File: src/rtl/tg_pkg.sv
package tg_pkg;
  localparam int          FIELD_W   = 16;
  localparam int          NUM_TREG  = 8;
  localparam logic [7:0]  A_LOCK    = 8'h00;
  localparam logic [7:0]  A_CFG     = 8'h08;
  localparam logic [7:0]  A_TBASE   = 8'h30;
  localparam logic [31:0] WR_KEY    = 32'h0000_4758;

  // timing register slots, address = A_TBASE + 4*index
  localparam int I_H_AT = 0;  // active / total
  localparam int I_H_BL = 1;  // blank start / end
  localparam int I_H_SY = 2;  // crt sync start / end
  localparam int I_P_HS = 3;  // panel hsync
  localparam int I_V_AT = 4;
  localparam int I_V_BL = 5;
  localparam int I_V_SY = 6;
  localparam int I_P_VS = 7;

  typedef struct packed {
    logic [FIELD_W-1:0] hi;
    logic [FIELD_W-1:0] lo;
  } span_t;

  typedef struct packed {
    logic tgen;  // bit 5
    logic blk;   // bit 3
    logic vs;    // bit 2
    logic hs;    // bit 1
    logic pnl;   // bit 0
  } cfg_t;

  function automatic logic in_span(input logic [FIELD_W-1:0] pos, input span_t s);
    return (pos > s.lo) && (pos <= s.hi);
  endfunction
endpackage

File: src/rtl/tg_regs.sv
module tg_regs
  import tg_pkg::*;
(
  input  logic        clk,
  input  logic        rst_n,
  input  logic        reg_wr,
  input  logic [7:0]  reg_addr,
  input  logic [31:0] reg_wdata,
  output logic [31:0] reg_rdata,
  output logic        unlocked,
  output cfg_t        cfg,
  output span_t       spans [NUM_TREG]
);
  logic [NUM_TREG-1:0] hit;

  for (genvar i = 0; i < NUM_TREG; i++) begin : g_hit
    localparam logic [7:0] ADDR = A_TBASE + 8'(i * 4);
    assign hit[i] = (reg_addr == ADDR);
  end

  always_ff @(posedge clk) begin
    if (!rst_n) begin
      unlocked <= 1'b0;
      cfg      <= '0;
      for (int i = 0; i < NUM_TREG; i++) spans[i] <= '0;
    end else if (reg_wr) begin
      if (reg_addr == A_LOCK) begin
        unlocked <= (reg_wdata == WR_KEY);
      end else if (unlocked) begin
        if (reg_addr == A_CFG) begin
          cfg.pnl  <= reg_wdata[0];
          cfg.hs   <= reg_wdata[1];
          cfg.vs   <= reg_wdata[2];
          cfg.blk  <= reg_wdata[3];
          cfg.tgen <= reg_wdata[5];
        end
        for (int i = 0; i < NUM_TREG; i++)
          if (hit[i]) spans[i] <= span_t'(reg_wdata);
      end
    end
  end

  always_comb begin
    reg_rdata = '0;
    if (reg_addr == A_LOCK) reg_rdata = {31'd0, unlocked};
    if (reg_addr == A_CFG)
      reg_rdata = {26'd0, cfg.tgen, 1'b0, cfg.blk, cfg.vs, cfg.hs, cfg.pnl};
    for (int i = 0; i < NUM_TREG; i++)
      if (hit[i]) reg_rdata = spans[i];
  end
endmodule

File: src/rtl/tg_counter.sv
module tg_counter #(
  parameter int W = 16
) (
  input  logic         clk,
  input  logic         rst_n,
  input  logic         step,
  input  logic [W-1:0] limit,
  output logic [W-1:0] count,
  output logic         wrap
);
  logic at_end;

  // >= so that a total reprogrammed below the count still wraps
  assign at_end = (count >= limit);
  assign wrap   = step && at_end;

  always_ff @(posedge clk) begin
    if (!rst_n)    count <= '0;
    else if (step) count <= at_end ? '0 : count + 1'b1;
  end
endmodule

File: src/rtl/tg_decode.sv
module tg_decode
  import tg_pkg::*;
#(
  parameter int CNT_W = 16
) (
  input  cfg_t             cfg,
  input  span_t            spans [NUM_TREG],
  input  logic [CNT_W-1:0] pix_x,
  input  logic [CNT_W-1:0] line_y,
  output logic             crt_hsync,
  output logic             crt_vsync,
  output logic             crt_blank,
  output logic             pnl_hsync,
  output logic             pnl_vsync,
  output logic             pnl_de
);
  logic [FIELD_W-1:0] x, y;
  logic hb, vb, hact, vact;

  assign x = FIELD_W'(pix_x);
  assign y = FIELD_W'(line_y);

  assign hb   = in_span(x, spans[I_H_BL]);
  assign vb   = in_span(y, spans[I_V_BL]);
  assign hact = (x <= spans[I_H_AT].lo);
  assign vact = (y <= spans[I_V_AT].lo);

  assign crt_blank = !cfg.tgen || (cfg.blk && (hb || vb));
  assign crt_hsync = cfg.tgen && cfg.hs && in_span(x, spans[I_H_SY]);
  assign crt_vsync = cfg.tgen && cfg.vs && in_span(y, spans[I_V_SY]);
  assign pnl_hsync = cfg.tgen && cfg.pnl && in_span(x, spans[I_P_HS]);
  assign pnl_vsync = cfg.tgen && cfg.pnl && in_span(y, spans[I_P_VS]);
  assign pnl_de    = cfg.tgen && cfg.pnl && hact && vact;
endmodule

File: src/rtl/raster_timing_gen.sv
module raster_timing_gen
  import tg_pkg::*;
#(
  parameter int CNT_W = 16
) (
  input  logic             clk,
  input  logic             rst_n,
  input  logic             reg_wr,
  input  logic [7:0]       reg_addr,
  input  logic [31:0]      reg_wdata,
  output logic [31:0]      reg_rdata,
  output logic             unlocked,
  output logic [CNT_W-1:0] pix_x,
  output logic [CNT_W-1:0] line_y,
  output logic             crt_hsync,
  output logic             crt_vsync,
  output logic             crt_blank,
  output logic             pnl_hsync,
  output logic             pnl_vsync,
  output logic             pnl_de
);
  localparam int FLAT_W = NUM_TREG * 32;

  cfg_t              cfg_w;
  span_t             spans_w [NUM_TREG];
  logic              h_wrap, v_wrap;
  logic [FLAT_W-1:0] treg_flat;

  tg_regs u_regs (
    .clk, .rst_n, .reg_wr, .reg_addr, .reg_wdata, .reg_rdata,
    .unlocked, .cfg(cfg_w), .spans(spans_w)
  );

  tg_counter #(.W(CNT_W)) u_hcnt (
    .clk, .rst_n, .step(cfg_w.tgen),
    .limit(CNT_W'(spans_w[I_H_AT].hi)), .count(pix_x), .wrap(h_wrap)
  );

  tg_counter #(.W(CNT_W)) u_vcnt (
    .clk, .rst_n, .step(h_wrap),
    .limit(CNT_W'(spans_w[I_V_AT].hi)), .count(line_y), .wrap(v_wrap)
  );

  tg_decode #(.CNT_W(CNT_W)) u_dec (
    .cfg(cfg_w), .spans(spans_w), .pix_x, .line_y,
    .crt_hsync, .crt_vsync, .crt_blank, .pnl_hsync, .pnl_vsync, .pnl_de
  );

  for (genvar i = 0; i < NUM_TREG; i++) begin : g_flat
    assign treg_flat[i*32 +: 32] = spans_w[i];
  end
endmodule

File: config.mk
export PLATFORM = sky130hd
export DESIGN_NAME = raster_timing_gen
export DESIGN_NICKNAME = d
export VERILOG_FILES = /design/src/rtl/tg_pkg.sv /design/src/rtl/tg_regs.sv /design/src/rtl/tg_counter.sv /design/src/rtl/tg_decode.sv /design/src/rtl/raster_timing_gen.sv
export SDC_FILE = /design/constraint.sdc
export NUM_CORES = 1
export LEC_CHECK = 0
export ABC_AREA = 1
export BUFFER_PORTS_ARGS = -buffer_cell sky130_fd_sc_hd__buf_4
export CAP_MARGIN = 30
export CORE_AREA = 4 4 291 236
export DETAILED_ROUTE_END_ITERATION = 10
export DIE_AREA = 0 0 295 240
export SKIP_LAST_GASP = 1
export SYNTH_ARGS = -nofsm -noshare
export SYNTH_HDL_FRONTEND = slang
export SYNTH_HIERARCHICAL = 1
export SYNTH_SLANG_ARGS = --single-unit
File: constraint.sdc
create_clock -name clk -period 3.4 [get_ports clk]
set_input_delay 0.34 -clock clk [delete_from_list [all_inputs] [get_ports clk]]
set_output_delay 0.34 -clock clk [all_outputs]
set_load 0.005 [all_outputs]
==> impl_results.md, run 1 <==
- Status: finished clean
- PostCTS Resize Cnt: 0
- Routed vias/inst: around 4.8
- Max Freq: roughly 310 MHz
- Vias: between 15k and 20k
- Post-CTS setup buffers: 0
- Multi-input logic area: 0.0113 sq mm
- Fin util: around 34%
- Die ar.: 0.0708 sq mm
- RePlAce Congestion: about 0.86
- DIE HEIGHT: 240 microns
- Placed Area: ~0.021 sq mm
- Wirelength per Cell: around 17 microns
- Final setup margin: 0.191 ns
- Die Wd: 295 microns
- Finished Cell Area: about 0.023 sq mm
- TritonCTS clock tree: done
- Period utilization: around 94%
- Final hold vios: 0
- Logic gate share of total power: under 10%
- Max IR drop VDD: 0.000414 V
- Crit-path max cell delay: roughly 0.43 ns
- RSZ-0062 raised after global routing: no
- Area grow syn2layout: 15.0%
- CP Capture Type: primary output
- Worst slew margin: 50.3%
- Reg power frac: 46.8%
- Internal power: 5.64 mW
- CTS Buffer Depth: 3
- WS Path Type: reg -> out
- CTS Hold Bufs: 0
- Worst path required time: just over 3 ns
- Post-DP HPWL: approximately 51000 microns
- H-tree lvl count: 1
- Initial antenna violation count: 0
- Pin count of the biggest net entering global routing: 70
- MaxCap Viol Count: 0
- First-pass GRT wire length: a little over 100000 microns
- Slew Viols, Final: 0
- Port Buf Inserts: between 100 and 150
- 1st-iter DRT viols: around 1.6k
- Clock network power share: roughly half
- Net Count, Synth: about 3.2k
- Final setup violation count: 0
- Setup WS pre-CTS: 0.718 ns
- Vias in the first global route: ~17k
- Core box area: between 0.06 and 0.07 sq mm
- CP arrival: approximately 2.9 ns
- Overall Global Routing Usage: a little under a fifth
- Clk sinks: a little under 300
- Worst Setup Start Kind: flop
- Post-synthesis instance total: about 2.9k
- Leakage: about 9.4 nW
- Fillcell total: 7173
- Setup TNS: 0 ns
- Antenna Cells: 0
- Share of cells above drive strength 1: about 9.8%
- Num ports: roughly 110
- Hold crit path type: in -> reg
- Yosys warning count: 6
- Starting Density: approximately 30%
- Congestion Overflow GR: 0
- Clk slew on worst S/H paths: 0.07 ns
- Min cycle time layout: ~3.2 ns
- Slowest cell on the critical path: dfxtp_1
- Netlist Area Pre-Place: roughly 0.020 sq mm
- DRT Pass-1 Iters: 6
- PD cells: between 300 and 400 mW/mm^2
- Switching Share: between 20% and 30%
- Num rows: between 80 and 90
- Final WL: a little under 70000 microns
- Final ANT Viol Nets: 0
- Clock skew: 0.0148 ns
- Sw power: approximately 1.7 mW
- Peak fanout along the critical path: 7
- Num CTS Buffers: 31
- Root Buffer: clkbuf_16
- DRC viols: 0
- Fin nets: ~3.3k
- Crit path cell chain: inv_1 > ha_1 > inv_1 > a21oi_1 > o21ai_1 > a21oi_1 > o21ai_0 > nand3_1 > nor2_1 > buf_4
- Synthesized area per cell: about 6.7 sq um
- Clock Latency Late Sink: 0.59 ns
- Worst Tran Pin Value: about 0.74 ns
- Sequential Area: around 0.0059 sq mm
-- registers in the layout (all words and copies together), names as in the netlist --
| name | count |
|---|---|
| u_regs/spans | 256 |
| u_hcnt/count | 16 |
| u_vcnt/count | 16 |
| u_regs/cfg | 5 |
| u_regs/unlocked | 1 |
-- cells in the final DEF, fill, tap and decap left out, drive strengths merged, types with 2 or more instances in the layout --
master  instances
nand4          59
a31oi           3
nor3           29
dfxtp         294
xor2           14
nand2         566
bufinv          3
and3            2
clkbuf         47
o21a            7
nand3         136
nor4            8
nor2          314
a21boi          2
mux2i           2
or2             4
o22ai           4
a211oi          2
clkinv          9
o21bai          3
inv           479
o22a            2
a21oi         341
o21ai         240
xnor2           4
ha            258
buf           187
a21o            3
-- layer usage --
| metal | share of wire, % | vias to the layer above | GRT usage, % |
|---|---|---|---|
| met5 | 0 | - | 0 |
| met4 | 2.1 | 0 | 4.17 |
| met3 | 6.3 | 77 | 2.92 |
| met2 | 45 | 520 | 30.6 |
| met1 | 47 | 8458 | 26.0 |
| li1 | - | 9581 | - |
-- power by group through the flow --
| stage | Clock [mW] | Sequential (mW) | Combinational [mW] |
|---|---|---|---|
| 2_1_floorplan | 0 | 3.52 | 0.131 |
| 3_3_place_gp | 0 | 3.52 | 0.250 |
| 6_report | 3.66 | 3.44 | 0.251 |
| 3_5_place_dp | 0 | 3.52 | 0.251 |
| 4_1_cts | 3.71 | 3.44 | 0.251 |
| 5_1_grt | 3.85 | 3.44 | 0.275 |
-- critical path: cells and delay by family, from the launching register on --
kind            cells  cell delay, ns
compound gates      4            0.44
simple gates        2            0.63
flops               1            0.43
fa+ha+maj           1            0.28
buf+inv             3            0.49
-- through the flow --
stage	instances	hold WS, ns	power, mW
floorplan	2921	0.437	3.65
global placement	3830	0.449	3.77
detailed placement	3830	0.454	3.77
CTS	3885	0.0751	7.41
global route	3885	0.0891	7.56
finish	3885	0.101	7.35
-- area by class of cell --
type	instances	area share (%)
Timing Repair Buffer	187	6.34
Inverter	484	8.06
Clock inverter	8	0.522
Tap cell	860	4.77
Clock buffer	47	4.19
Multi-Input combinational cell	2005	50.0
Sequential cell	294	26.1
-- worst paths after layout --
| kind | from | to | slack (ns) | cells after the start |
|---|---|---|---|---|
| max | u_hcnt/count[0]$_SDFFE_PN0P_ | pnl_hsync | 0.19 | 10 |
| min | reg_wdata[22] | u_regs/spans[22]$_SDFFE_PN0P_ | 0.10 | 3 |
| max reg2reg | u_hcnt/count[0]$_SDFFE_PN0P_ | u_vcnt/count[12]$_SDFFE_PN0P_ | 0.64 | 18 |
| min reg2reg | u_regs/spans[177]$_SDFFE_PN0P_ | u_regs/spans[177]$_SDFFE_PN0P_ | 0.46 | 2 |
No activity file was read; power rests on OpenSTA's default activity.
==> run 2, diff against run 1 <==
- ABC_AREA: 1 -> default
- CORE_AREA: 4 4 291 236 -> 4 4 297 241
- DIE_AREA: 0 0 295 240 -> 0 0 301 245
==> run 2 against run 1 <==
Effect of this change: clock power up 4%; worst setup slack worse by 0.11 ns; global-route usage up 1.7 points; highest routed layer is now met5; clock skew up 0.0066 ns; first-iteration DRC count up 31%; critical endpoint is now pnl_de.
==> impl_results.md, run 2 <==
- Status: finished clean
- Overall Global Routing Usage: 20.3% (+1.7 points)
- CP arrival: 2.98 ns (+0.11 ns)
- Clock Latency Late Sink: 0.55 ns (-0.04 ns)
- Most frequent cells in the layout: 593 x nand2_1, 286 x dfxtp_1, 261 x inv_1
- Pin count of the biggest net entering global routing: 176 (+150%)
- Num CTS Buffers: 34 (+9.7%)
- Placed cells: 3502 (-8.6%)
- CTS Hold Bufs: 0 (unchanged)
- Die Wd: 301 microns (+2.0%)
- Leading cell type in the layout, fill and taps excluded: nand2_1
- RSZ-0062 raised after global routing: no
- Share of cells above drive strength 1: 12.6% (+2.8 points)
- Worst path bufs/invs: 2 (-1)
- Reg power frac: 45.0% (-1.8 points)
- Starting Density: 29.9% (-0.095 points)
- Final Non-Filler Cells: 3562 (-8.3%)
- Post-DP HPWL: 56800 microns (+12%)
- Finished Cell Area: 0.0235 sq mm (+4.1%)
- Num ports: 114 (unchanged)
- Slowest cell on the critical path: dfxtp_1
- Root Buffer: clkbuf_16
- Final ANT Viol Nets: 0 (unchanged)
- Worst path required time: 3.06 ns (about the same)
- Net Count, Synth: 2842 (-12%)
- Congestion Overflow GR: 0 (unchanged)
- Internal power: 5.81 mW (+3.2%)
- Final setup violation count: 0 (unchanged)
- Clock network power share: 49.9% (about the same)
- Sequential Area: 0.00590 sq mm (+0.17%)
- Wirelength per Cell: 21.7 microns (+25%)
- Crit-path max cell delay: 0.59 ns (+0.16 ns)
- Port Buf Inserts: 113 (unchanged)
- Max IR drop VDD: 0.000298 V (-28%)
- Initial antenna violation count: 2 (+2)
- Hold crit path type: in -> reg
- Core box area: 0.0684 sq mm (+4.5%)
- Largest regs: u_regs/spans: 256 flops, u_hcnt/count: 16 flops, u_vcnt/count: 16 flops
- Final hold vios: 0 (unchanged)
- Placed Area: 0.0223 sq mm (+3.8%)
- Sw power: 1.83 mW (+6.6%)
- Delay-heaviest family, CP: compound AO/OA/AOI/OAI gates
- Peak fanout along the critical path: 6 (-1)
- Vias in the first global route: 17.6k (+2.9%)
- Worst slew margin: 38.3% (-12 points)
- Largest Register: u_regs/spans
- Fillcell total: 7254 (+1.1%)
- Post-synthesis instance total: 2541 (-13%)
- Slew Viols, Final: 0 (unchanged)
- Max Freq: 301 MHz (-3.3%)
- Leakage: 9.11 nW (-3.2%)
- Clk slew on worst S/H paths: 0.06 ns (about the same)
- Area grow syn2layout: 14.9% (about the same)
- TritonCTS clock tree: done
- DRT Pass-1 Iters: 6 (unchanged)
- Post-CTS setup buffers: 0 (unchanged)
- Num rows: 86 (+2.4%)
- 1st-iter DRT viols: 2039 (+31%)
- RePlAce Congestion: 0.936 (+9.1%)
- Netlist Area Pre-Place: 0.0204 sq mm (+4.2%)
- DIE HEIGHT: 245 microns (+2.1%)
- Clock skew: 0.0214 ns (+0.00663 ns)
- DRC viols: 0 (unchanged)
- Crit path cell chain: buf_4 > ha_1 > a21o_1 > a21o_1 > a21oi_1 > o22a_1 > nand4_1 > a22oi_1 > buf_4
- Fin nets: 2915 (-12%)
- Clk sinks: 294 (unchanged)
- First-pass GRT wire length: 115000 microns (+12%)
- Switching Share: 24.0% (+0.60 points)
- CTS Buffer Depth: 3 (unchanged)
- Routed vias/inst: 5.27 (+9.8%)
- Synthesized area per cell: 8.04 sq um (+20%)
- Worst Setup Start Kind: flop
- R2R setup slack: 0.57 ns (-0.07 ns)
- Worst Tran Pin Value: 0.923 ns (+0.179 ns)
- Period utilization: 97.6% (+3.2 points)
- Logic gate share of total power: 5.1% (+1.7 points)
- WS Path Type: reg -> out
- Max reg flops: 256 (unchanged)
- Die ar.: 0.0737 sq mm (+4.2%)
- Final WL: 77200 microns (+14%)
- Yosys warning count: 6 (unchanged)
- MaxCap Viol Count: 0 (unchanged)
- Min cycle time layout: 3.32 ns (+0.108 ns)
- Vias: 18.8k (+0.71%)
- H-tree lvl count: 2 (+1)
- CP Capture Type: primary output
- Multi-input logic area: 0.0128 sq mm (+14%)
- PD cells: 326 mW/mm^2 (-0.11%)
==> run 2: worst min-delay path: cells and delay by family <==
family	cells	cell delay, ns
buffers and inverters	1	0.15
AO/OA/AOI/OAI	1	0.05
AND/OR/NAND/NOR	1	0.06
==> run 2: power by group through the flow <==
| stage | Sequential [mW] | Combinational [mW] | Clock, mW |
|---|---|---|---|
| after CTS | 3.44 | 0.381 | 3.87 |
| after global routing | 3.44 | 0.403 | 3.99 |
| final | 3.44 | 0.390 | 3.81 |
| after global placement | 3.52 | 0.383 | 0 |
| after detailed placement | 3.52 | 0.381 | 0 |
| after floorplan | 3.52 | 0.227 | 0 |
==> run 2: through the flow <==
stage                     power [mW]  util [%]  hold slack, ns  setup WS [ns]  TNS (ns)
after floorplan                 3.75         -           0.441          0.631         0
after global placement          3.90      32.6           0.455          0.450         0
after detailed placement        3.90      32.6           0.460          0.464         0
after CTS                       7.69      34.3          0.0836        -0.0396   -0.0396
after global routing            7.84      34.3           0.110         0.0179         0
final                           7.65      34.3           0.103         0.0825         0
==> run 2: path summary, 6_finish.rpt <==
| path | start | end | cells past startpoint |
|---|---|---|---|
| worst min-delay path | reg_wdata[17] | u_regs/spans[113]$_SDFFE_PN0P_ | 3 |
| worst max register to register | u_hcnt/count[14]$_SDFFE_PN0P_ | u_vcnt/count[15]$_SDFFE_PN0P_ | 11 |
| worst min register to register | u_regs/spans[18]$_SDFFE_PN0P_ | u_regs/spans[18]$_SDFFE_PN0P_ | 2 |
| worst max-delay path | u_hcnt/count[5]$_SDFFE_PN0P_ | pnl_de | 9 |
==> run 2: what timing repair did <==
| action | 4_1_cts | 5_1_grt |
|---|---|---|
| endpoints found under the setup margin | 3 | 4 |
| gates resized for setup | 2 | 10 |
| cloned | 0 | 0 |
==> run 2: layout make-up <==
class	instances	area share [%]
multi-input combinational	1836	54.7
tap	924	4.93
clock buffer	52	4.53
timing repair buffer	187	6.26
antenna	2	0.0213
inverter	261	4.17
sequential	294	25.1
clock inverter	6	0.299
==> run 2: metal layers <==
metal / global-route usage (%) / vias to the layer above / wire length, microns
met2: 29.2 / 907 / 31500
met3: 4.51 / 103 / 7490
met5: 0 / - / 27
li1: - / 8852 / -
met1: 30.5 / 8902 / 36300
met4: 5.03 / 4 / 1870
